$ cat src/rtl/blkcache_pkg.sv
package blkcache_pkg;
    localparam int ADDR_W     = 32;
    localparam int DATA_W     = 32;
    localparam int BLK_WORDS  = 4;
    localparam int BYTE_OFF_W = $clog2(DATA_W / 8);
    localparam int WSEL_W     = $clog2(BLK_WORDS);
    localparam int OFF_W      = BYTE_OFF_W + WSEL_W;
    localparam int TAG_W      = ADDR_W - OFF_W;

    typedef logic [ADDR_W-1:0] addr_t;
    typedef logic [DATA_W-1:0] data_t;
    typedef logic [TAG_W-1:0]  tag_t;
    typedef logic [WSEL_W-1:0] wsel_t;
    typedef logic [BLK_WORDS-1:0][DATA_W-1:0] line_t;

    localparam wsel_t LAST_WORD = wsel_t'(BLK_WORDS - 1);

    typedef enum logic [1:0] {
        ST_IDLE,
        ST_FILL,
        ST_STORE,
        ST_RESP
    } state_e;

    typedef struct packed {
        logic  we;
        addr_t addr;
        data_t wdata;
    } req_t;

    function automatic tag_t tag_of(input addr_t a);
        return a[ADDR_W-1:OFF_W];
    endfunction

    function automatic wsel_t wsel_of(input addr_t a);
        return a[OFF_W-1:BYTE_OFF_W];
    endfunction

    function automatic addr_t word_addr(input tag_t t, input wsel_t w);
        return {t, w, {BYTE_OFF_W{1'b0}}};
    endfunction
endpackage

$ cat src/rtl/blkcache_satctr.sv
module blkcache_satctr #(
    parameter int W = 16
) (
    input  logic         clk,
    input  logic         rst,
    input  logic         inc,
    output logic [W-1:0] count
);
    localparam logic [W-1:0] TOP = {W{1'b1}};

    always_ff @(posedge clk) begin
        if (rst) begin
            count <= '0;
        end else if (inc && count != TOP) begin
            count <= count + 1'b1;
        end
    end
endmodule

$ cat src/rtl/blkcache_frame.sv
module blkcache_frame
    import blkcache_pkg::*;
(
    input  logic  clk,
    input  logic  rst,
    input  logic  inval,
    input  logic  fill_we,
    input  wsel_t fill_sel,
    input  data_t fill_data,
    input  logic  commit,
    input  tag_t  commit_tag,
    input  logic  upd_we,
    input  wsel_t upd_sel,
    input  data_t upd_data,
    output logic  frame_valid,
    output tag_t  frame_tag,
    output line_t frame_words
);
    // Valid and tag: invalidate when a refill starts, set when it finishes
    always_ff @(posedge clk) begin
        if (rst) begin
            frame_valid <= 1'b0;
            frame_tag   <= '0;
        end else if (commit) begin
            frame_valid <= 1'b1;
            frame_tag   <= commit_tag;
        end else if (inval) begin
            frame_valid <= 1'b0;
        end
    end

    // Data words carry no reset; they are meaningless until valid is set
    for (genvar g = 0; g < BLK_WORDS; g++) begin : g_word
        always_ff @(posedge clk) begin
            if (fill_we && fill_sel == wsel_t'(g)) begin
                frame_words[g] <= fill_data;
            end else if (upd_we && upd_sel == wsel_t'(g)) begin
                frame_words[g] <= upd_data;
            end
        end
    end
endmodule

$ cat src/rtl/blkcache_lookup.sv
module blkcache_lookup
    import blkcache_pkg::*;
(
    input  logic frame_valid,
    input  tag_t frame_tag,
    input  tag_t req_tag,
    output logic hit
);
    always_comb begin
        hit = frame_valid && (frame_tag == req_tag);
    end
endmodule

$ cat src/rtl/blkcache_top.sv
module blkcache_top
    import blkcache_pkg::*;
#(
    parameter int CNT_W = 16
) (
    input  logic              clk,
    input  logic              rst,
    input  logic              cpu_req_valid,
    output logic              cpu_req_ready,
    input  logic              cpu_req_we,
    input  logic [ADDR_W-1:0] cpu_req_addr,
    input  logic [DATA_W-1:0] cpu_req_wdata,
    output logic              cpu_rsp_valid,
    output logic [DATA_W-1:0] cpu_rsp_rdata,
    output logic              mem_req_valid,
    output logic              mem_req_we,
    output logic [ADDR_W-1:0] mem_req_addr,
    output logic [DATA_W-1:0] mem_req_wdata,
    input  logic              mem_rsp_valid,
    input  logic [DATA_W-1:0] mem_rsp_rdata,
    output logic [CNT_W-1:0]  hit_count,
    output logic [CNT_W-1:0]  miss_count
);
    state_e state;
    req_t   req;
    wsel_t  fill_idx;

    logic  frame_valid;
    tag_t  frame_tag;
    line_t frame_words;
    logic  hit;
    logic  accept;
    logic  inval, fill_we, commit, upd_we;

    blkcache_lookup u_lookup (
        .frame_valid (frame_valid),
        .frame_tag   (frame_tag),
        .req_tag     (tag_of(cpu_req_addr)),
        .hit         (hit)
    );

    always_comb begin
        accept  = cpu_req_valid && (state == ST_IDLE);
        inval   = accept && !cpu_req_we && !hit;
        fill_we = (state == ST_FILL) && mem_rsp_valid;
        commit  = fill_we && (fill_idx == LAST_WORD);
        upd_we  = accept && cpu_req_we && hit;
    end

    blkcache_frame u_frame (
        .clk         (clk),
        .rst         (rst),
        .inval       (inval),
        .fill_we     (fill_we),
        .fill_sel    (fill_idx),
        .fill_data   (mem_rsp_rdata),
        .commit      (commit),
        .commit_tag  (tag_of(req.addr)),
        .upd_we      (upd_we),
        .upd_sel     (wsel_of(cpu_req_addr)),
        .upd_data    (cpu_req_wdata),
        .frame_valid (frame_valid),
        .frame_tag   (frame_tag),
        .frame_words (frame_words)
    );

    blkcache_satctr #(.W(CNT_W)) u_hits (
        .clk   (clk),
        .rst   (rst),
        .inc   (accept && hit),
        .count (hit_count)
    );

    blkcache_satctr #(.W(CNT_W)) u_misses (
        .clk   (clk),
        .rst   (rst),
        .inc   (accept && !hit),
        .count (miss_count)
    );

    // Control sequence: idle -> (fill | store | resp) -> resp -> idle
    always_ff @(posedge clk) begin
        if (rst) begin
            state    <= ST_IDLE;
            req      <= '0;
            fill_idx <= '0;
        end else begin
            case (state)
                ST_IDLE: begin
                    if (accept) begin
                        req <= '{we: cpu_req_we, addr: cpu_req_addr, wdata: cpu_req_wdata};
                        if (cpu_req_we) begin
                            state <= ST_STORE;
                        end else if (hit) begin
                            state <= ST_RESP;
                        end else begin
                            state    <= ST_FILL;
                            fill_idx <= '0;
                        end
                    end
                end
                ST_FILL: begin
                    if (mem_rsp_valid) begin
                        if (fill_idx == LAST_WORD) begin
                            state <= ST_RESP;
                        end else begin
                            fill_idx <= fill_idx + 1'b1;
                        end
                    end
                end
                ST_STORE: begin
                    if (mem_rsp_valid) begin
                        state <= ST_RESP;
                    end
                end
                default: state <= ST_IDLE;
            endcase
        end
    end

    always_comb begin
        cpu_req_ready = (state == ST_IDLE);
        cpu_rsp_valid = (state == ST_RESP);
        cpu_rsp_rdata = frame_words[wsel_of(req.addr)];
        mem_req_valid = (state == ST_FILL) || (state == ST_STORE);
        mem_req_we    = (state == ST_STORE);
        mem_req_addr  = (state == ST_STORE) ? req.addr
                                            : word_addr(tag_of(req.addr), fill_idx);
        mem_req_wdata = req.wdata;
    end
endmodule

$ cat config.mk
export PLATFORM = sky130hd
export DESIGN_NAME = blkcache_top
export DESIGN_NICKNAME = d
export VERILOG_FILES = /design/src/rtl/blkcache_pkg.sv /design/src/rtl/blkcache_satctr.sv /design/src/rtl/blkcache_frame.sv /design/src/rtl/blkcache_lookup.sv /design/src/rtl/blkcache_top.sv
export SDC_FILE = /design/constraint.sdc
export NUM_CORES = 1
export LEC_CHECK = 0
export CAP_MARGIN = 20
export CORE_ASPECT_RATIO = 1.25
export CORE_MARGIN = 10
export CORE_UTILIZATION = 58
export CTS_CLUSTER_DIAMETER = 80
export DETAILED_ROUTE_END_ITERATION = 8
export DONT_BUFFER_PORTS = 1
export GPL_ROUTABILITY_DRIVEN = 0
export PLACE_DENSITY_LB_ADDON = 0.08
export SYNTH_ARGS = -nofsm -noshare
export SYNTH_HDL_FRONTEND = slang
export SYNTH_SLANG_ARGS = --single-unit
$ cat constraint.sdc
create_clock -name clk -period 5.7 [get_ports clk]
set_input_delay 1.14 -clock clk [delete_from_list [all_inputs] [get_ports clk]]
set_output_delay 1.14 -clock clk [all_outputs]
set_load 0.01 [all_outputs]
==> results of run 1 <==
-- synth_stat cells, types with 4 or more instances --
cell type and number:
nand2_1 302, dfxtp_1 129, edfxtp_1 128, a21oi_1 115, mux2_2 98, buf_4 62
clkbuf_1 58, mux4_2 32, xnor2_1 20, nand3_1 17, nor2_1 15, o21ai_0 15
nand4_1 14, or3_1 12, or4_1 12, ha_1 10, inv_1 10, xor2_1 10
nor2b_1 9, o31ai_1 9, buf_1 6, and2_1 5, mux2_1 5, nor3_1 5
a31oi_1 4, and3_1 4, nor4_1 4, o21ai_1 4
-- worst max-delay path by stage --
stage	depth (start not counted)	start	to
2_1_floorplan	6	cpu_req_addr[13]	u_frame.frame_words[100]
3_3_place_gp	7	cpu_req_addr[13]	u_frame.frame_words[104]
3_5_place_dp	7	cpu_req_addr[7]	u_frame.frame_words[105]
4_1_cts	7	cpu_req_addr[7]	u_frame.frame_words[104]
5_1_grt	7	cpu_req_addr[7]	u_frame.frame_words[99]
6_report	7	cpu_req_addr[7]	u_frame.frame_words[104]
-- state kept, by name, summed over array words and instances (netlist names) --
name,count
u_hits.count,16
mem_req_wdata,32
u_frame.frame_valid,1
state,2
fill_idx,2
u_misses.count,16
req,32
u_frame.frame_tag,28
u_frame.frame_words,128
-- where the power goes --
part	switching [mW]	internal [mW]	total, mW
Sequential	0.137	2.08	2.21
Clock	0.705	1.13	1.84
Combinational	0.498	0.293	0.791
Total	1.34	3.50	4.84
-- cell families (layout without fill, tap and decap cells) --
family,count (synthesis),in the layout
muxes,136,136
adders and majority gates,10,10
DFF,257,257
AOI/OAI and AO/OA,156,156
and+or+nand+nor,417,417
buffers and inverters,139,71
xor gates and xnor gates,30,30
-- per-layer routing --
| metal | part of all wire, % | wire, um |
|---|---|---|
| met1 | 37 | 11400 |
| met5 | 0 | 0 |
| met4 | 1.7 | 535 |
| met2 | 51 | 15800 |
| met3 | 10 | 3210 |
-- final cells by class --
| cell class | count | area (um^2) |
|---|---|---|
| timing repair buffer | 13 | 97.6 |
| clock buffer | 41 | 866 |
| sequential | 257 | 6430 |
| clock inverter | 7 | 87.6 |
| tap | 274 | 343 |
| inverter | 10 | 37.5 |
| multi-input combinational | 749 | 5060 |
| fill | 1644 | 7830 |
-- worst reg2reg max path: cells and delay by family, from the launching register on --
kind	cells	cell delay [ns]
and+or+nand+nor	4	1.27
buffers and inverters	1	0.34
DFF	1	0.37
AOI/OAI and AO/OA	1	0.78
xor gates and xnor gates	1	0.13
-- stage by stage --
stage / worst slack (ns) / cell area, um^2 / instances / util [%] / hold WS [ns]
floorplan: 0.575 / 12200 / 1145 / - / 0.432
global placement: 1.76 / 12000 / 1303 / 57.7 / 0.433
detailed placement: 1.65 / 12000 / 1303 / 57.7 / 0.439
CTS: 2.21 / 12900 / 1351 / 62.3 / 0.448
global route: 2.02 / 12900 / 1351 / 62.3 / 0.467
finish: 2.23 / 12900 / 1351 / 62.3 / 0.450
==> run summary, run 1 <==
hold_sp: req[33]
ant diodes: 0
Post-synth ARST share: 0%
reg2reg end: u_frame.frame_words[104]
WHS Path Cells: 2
GRT met1 Usage: 25.6%
max cap viols: 0
top post-synthesis cells by area: edfxtp_1, dfxtp_1, nand2_1
EDFF count, synth: 128
Cell Pwr Density: 375 nW/um^2
Initial Utilization: 58.7%
Worst Hold Class: reg -> reg
first-pass GRT wire length: 47300 um
fin nets: 1168
hold path endpoint: req[33]
initial antenna violation count: 0
compound-gate portion of the synthesized area: 6.85%
most frequent cells in the layout: nand2_1, edfxtp_1, dfxtp_1
Layout Skew: 0.0110 ns
Resize count post-CTS: 0
final period utilization: 60.9%
Static Leak: 4.40 nW
Overall Global Routing Usage: 22.0%
slowest stage delay, CP: 0.78 ns
Mapped Area: 12200 um^2
Worst-path clk slew: 0.06 ns
GRT overflow: 0
main combinational cell family by area after synthesis: multiplexers
RSZ-0062 raised after global routing: no
syn nets: 1256
Critical Path Sink Type: flop
endpoint arrival time on the critical path: 3.69 ns
Top Ports: 233
Required @ worst endpoint: 5.92 ns
Reg-to-Reg Start: u_frame.frame_tag[26]
total CTS buffers: 26
cell seen most often among critical-path stages: nand4_1
Syn Area/Cell: 10.6 um^2
Simple-Gate Fraction of Synth Area: 15.4%
Post-CTS Setup Inserts: 0
vias per cell: 5.95
CTS Buffer Depth: 3
fraction of the yosys area taken by sequential cells: 52.8%
met3 GRT Util: 7.86%
layout cells sized above 1: 19.9%
root buf cell: clkbuf_16
slowest stage cell, crit path: o21ai_4
status: complete, no violations
CP startpoint kind: primary input
leading area contributor after synthesis: edfxtp_1
Yosys top cell area share: 31.6%
final setup fails: 0
Clock Latency Late Sink: 0.52 ns
R2R depth: 7
drt wl/cell: 22.9 um
buffers added on ports: 0
Initial DRC Count: 422
WP buf/inv: 1
setup_tns: 0 ns
num rows: 59
post-route minimum period: 3.47 ns
Max FO, Critical Path: 23
relative slew slack: 30.5%
CP cell instances: xnor2_1 > nand4_1 > nor4_2 > and2_1 > nand4_1 > o21ai_4 > buf_4
routed via count: 8035
Post-DP HPWL: 20400 um
CP delay by family, top: simple AND/OR/NAND/NOR gates
clk sinks: 257
Area Growth Syn to Fin: 6.07%
top_reg_cell synth: dfxtp_1
CTS tree: built
Worst-Margin Slew: 1.04 ns
Synth cell types: 50
critical path type: in -> reg
Post-Synth XOR/XNOR Area: 2.16%
Hold Buf Count CTS: 0
Synth Register Bits: 257
mux cell area share after synthesis: 15.5%
Die Footprint: 27200 um^2
htree depth: 1
DRT Wirelength: 31000 um
Synthesis Warnings: 0
Syn Inst Count: 1145
vias in the first global route: 7963
DRC errors left: 0
die height: 182 um
Core ar.: 20700 um^2
Worst VDD drop: 0.286 mV
Detailed Routing Iterations Pass 1: 5
commonest non-fill, non-tap cell in the layout: nand2_1
Routed Antenna Nets: 0
met2 global-route usage: 37.6%
achievable clock frequency: 0.288 GHz
final hold violation count: 0
global route hottest layer: met2
area share of fa/ha/maj cells after synthesis: 1.03%
Die Span X: 150 um
reg-to-reg setup timing slack: 2.52 ns
pin count of the biggest net entering global routing: 140
Pwr Total: 4.84 mW
max-slew violation count: 0
Power figures use the tool's default switching activity.
==> run 2: changes to the inputs <==
==> constraint.sdc (replaced) <==
create_clock -name clk -period 3.26 [get_ports clk]
set_input_delay 0.652 -clock clk [delete_from_list [all_inputs] [get_ports clk]]
set_output_delay 0.652 -clock clk [all_outputs]
set_load 0.01 [all_outputs]
==> run 2 against run 1 <==
  * Die area did not move
  * Register-to-register slack got worse by 1.8 ns
  * Clock power rose by 53%
  * Worst setup slack got worse by 1.5 ns
  * Combinational power rose by 82%
  * Via count rose by 0.12%
  * Clock skew rose by 0.0040 ns
  * Final cell count rose by 1.0%
  * Critical path depth did not move
  * Largest power group unchanged
==> run summary, run 2 (synthesis results as in run 1) <==
final hold violation count: 0
Initial DRC Count: 602
DRC errors left: 0
status: complete, no violations
Post-DP HPWL: 20700 um
reg2reg end: u_frame.frame_words[113]
drt wl/cell: 22.6 um
Pwr Total: 8.10 mW
Metal-1 WL: 11600 um
WHS Path Cells: 1
Layout Skew: 0.0150 ns
vias per cell: 5.89
met2 routed WL: 15500 um
final period utilization: 78.6%
DRT Wirelength: 30800 um
total CTS buffers: 26
Worst-path clk slew: 0.06 ns
clk sinks: 257
Required @ worst endpoint: 3.47 ns
relative slew slack: 57.1%
Initial Utilization: 58.7%
layout cells sized above 1: 20.0%
Overall Global Routing Usage: 21.7%
reg-to-reg setup timing slack: 0.70 ns
Die Footprint: 27200 um^2
RSZ-0062 raised after global routing: no
Util after Layout: 62.3%
hold_sp: rst
most frequent cells in the layout: nand2_1, edfxtp_1, dfxtp_1
CTS Buffer Depth: 3
Top reg by flops: u_frame.frame_words
buffers added on ports: 0
slowest stage delay, CP: 0.55 ns
Hold Buf Count CTS: 0
Die Span X: 150 um
Cell Pwr Density: 626 nW/um^2
number of flip-flops under the largest register name: 128
Resize count post-CTS: 0
die height: 182 um
pin count of the biggest net entering global routing: 140
top sig layer: met4
critical path type: reg -> reg
WHS: 0.201 ns
routed via count: 8045
Max FO, Critical Path: 16
Routed Antenna Nets: 0
num rows: 59
Clock Latency Late Sink: 0.52 ns
root buf cell: clkbuf_16
max-slew violation count: 0
Post-CTS Setup Inserts: 0
commonest non-fill, non-tap cell in the layout: nand2_1
Top Ports: 233
initial antenna violation count: 0
GRT overflow: 0
hold path endpoint: u_hits.count[4]
Area Growth Syn to Fin: 6.20%
R2R depth: 7
slowest stage cell, crit path: or4_4
CP startpoint kind: flop
final setup fails: 0
achievable clock frequency: 0.390 GHz
Worst VDD drop: 0.427 mV
Worst-Margin Slew: 0.640 ns
Static Leak: 4.40 nW
Met3 Routed Length: 3060 um
Detailed Routing Iterations Pass 1: 5
fin nets: 1182
max cap viols: 0
htree depth: 1
first-pass GRT wire length: 46800 um
Worst Hold Class: in -> reg
post-route minimum period: 2.56 ns
Reg-to-Reg Start: u_frame.frame_tag[13]
Layout fillers: 1657
setup_tns: 0 ns
Critical Path Sink Type: flop
endpoint arrival time on the critical path: 2.77 ns
ant diodes: 0
CTS tree: built
Core ar.: 20700 um^2
vias in the first global route: 8092
CP cell instances: xor2_1 > or4_4 > nor4_4 > and2_1 > nand4_1 > o21ai_4 > buf_4
run 2: cell count changes in the layout (fill, tap and decap cells not counted):
cell,before,now
buf_4,13,22
clkbuf_8,7,1
clkinv_1,0,6
buf_12,0,5
clkbuf_1,3,7
clkbuf_16,30,27
bufinv_16,2,1
clkbuf_4,1,0
clkinv_2,4,5
run 2: worst max-delay path: cells and delay by family, from the launching register on:
kind	cells	cell delay, ns
xor gates and xnor gates	1	0.17
buffers and inverters	1	0.30
DFF	1	0.32
and+or+nand+nor	4	1.21
AOI/OAI and AO/OA	1	0.25
run 2: worst max path at each step:
stage | startpoint | endpoint | slack, ns | cells after the start
finish | u_frame.frame_tag[13] | u_frame.frame_words[113] | 0.70 | 7
global route | state[0] | u_hits.count[9] | 0.55 | 7
CTS | u_frame.frame_tag[13] | u_frame.frame_words[117] | 0.69 | 7
detailed placement | cpu_req_addr[17] | u_frame.frame_words[113] | 0.35 | 7
global placement | cpu_req_addr[17] | u_frame.frame_words[112] | 0.39 | 7
floorplan | cpu_req_addr[13] | u_frame.frame_words[100] | -0.52 | 6
run 2: report_power, final:
group          internal [mW]  switching [mW]  total, mW  leakage, nW
Sequential              3.63           0.215       3.84         2.20
Clock                   1.61            1.20       2.82        0.391
Combinational          0.550           0.890       1.44         1.81
Total                   5.79            2.31       8.10         4.40
run 2: cell type report:
| type | count | area (um^2) | area share [%] |
|---|---|---|---|
| Multi-Input combinational cell | 749 | 5060 | 39.1 |
| Clock buffer | 35 | 716 | 5.53 |
| Inverter | 10 | 37.5 | 0.290 |
| Clock inverter | 13 | 85.1 | 0.658 |
| Tap cell | 274 | 343 | 2.65 |
| Sequential cell | 257 | 6430 | 49.7 |
| Timing Repair Buffer | 27 | 265 | 2.05 |
run 2: metrics by stage:
step	setup slack, ns	instances	cell area, um^2
3_3_place_gp	0.387	1317	12100
3_5_place_dp	0.348	1317	12100
4_1_cts	0.689	1365	12900
6_report	0.697	1365	12900
2_1_floorplan	-0.525	1145	12200
5_1_grt	0.553	1365	12900
run 2: routing by layer:
metal  GRT usage, %  up-vias
li1               -     3841
met1           25.0     3911
met2           36.9      250
met4           6.45        0
met5              0        -
met3           7.86       43
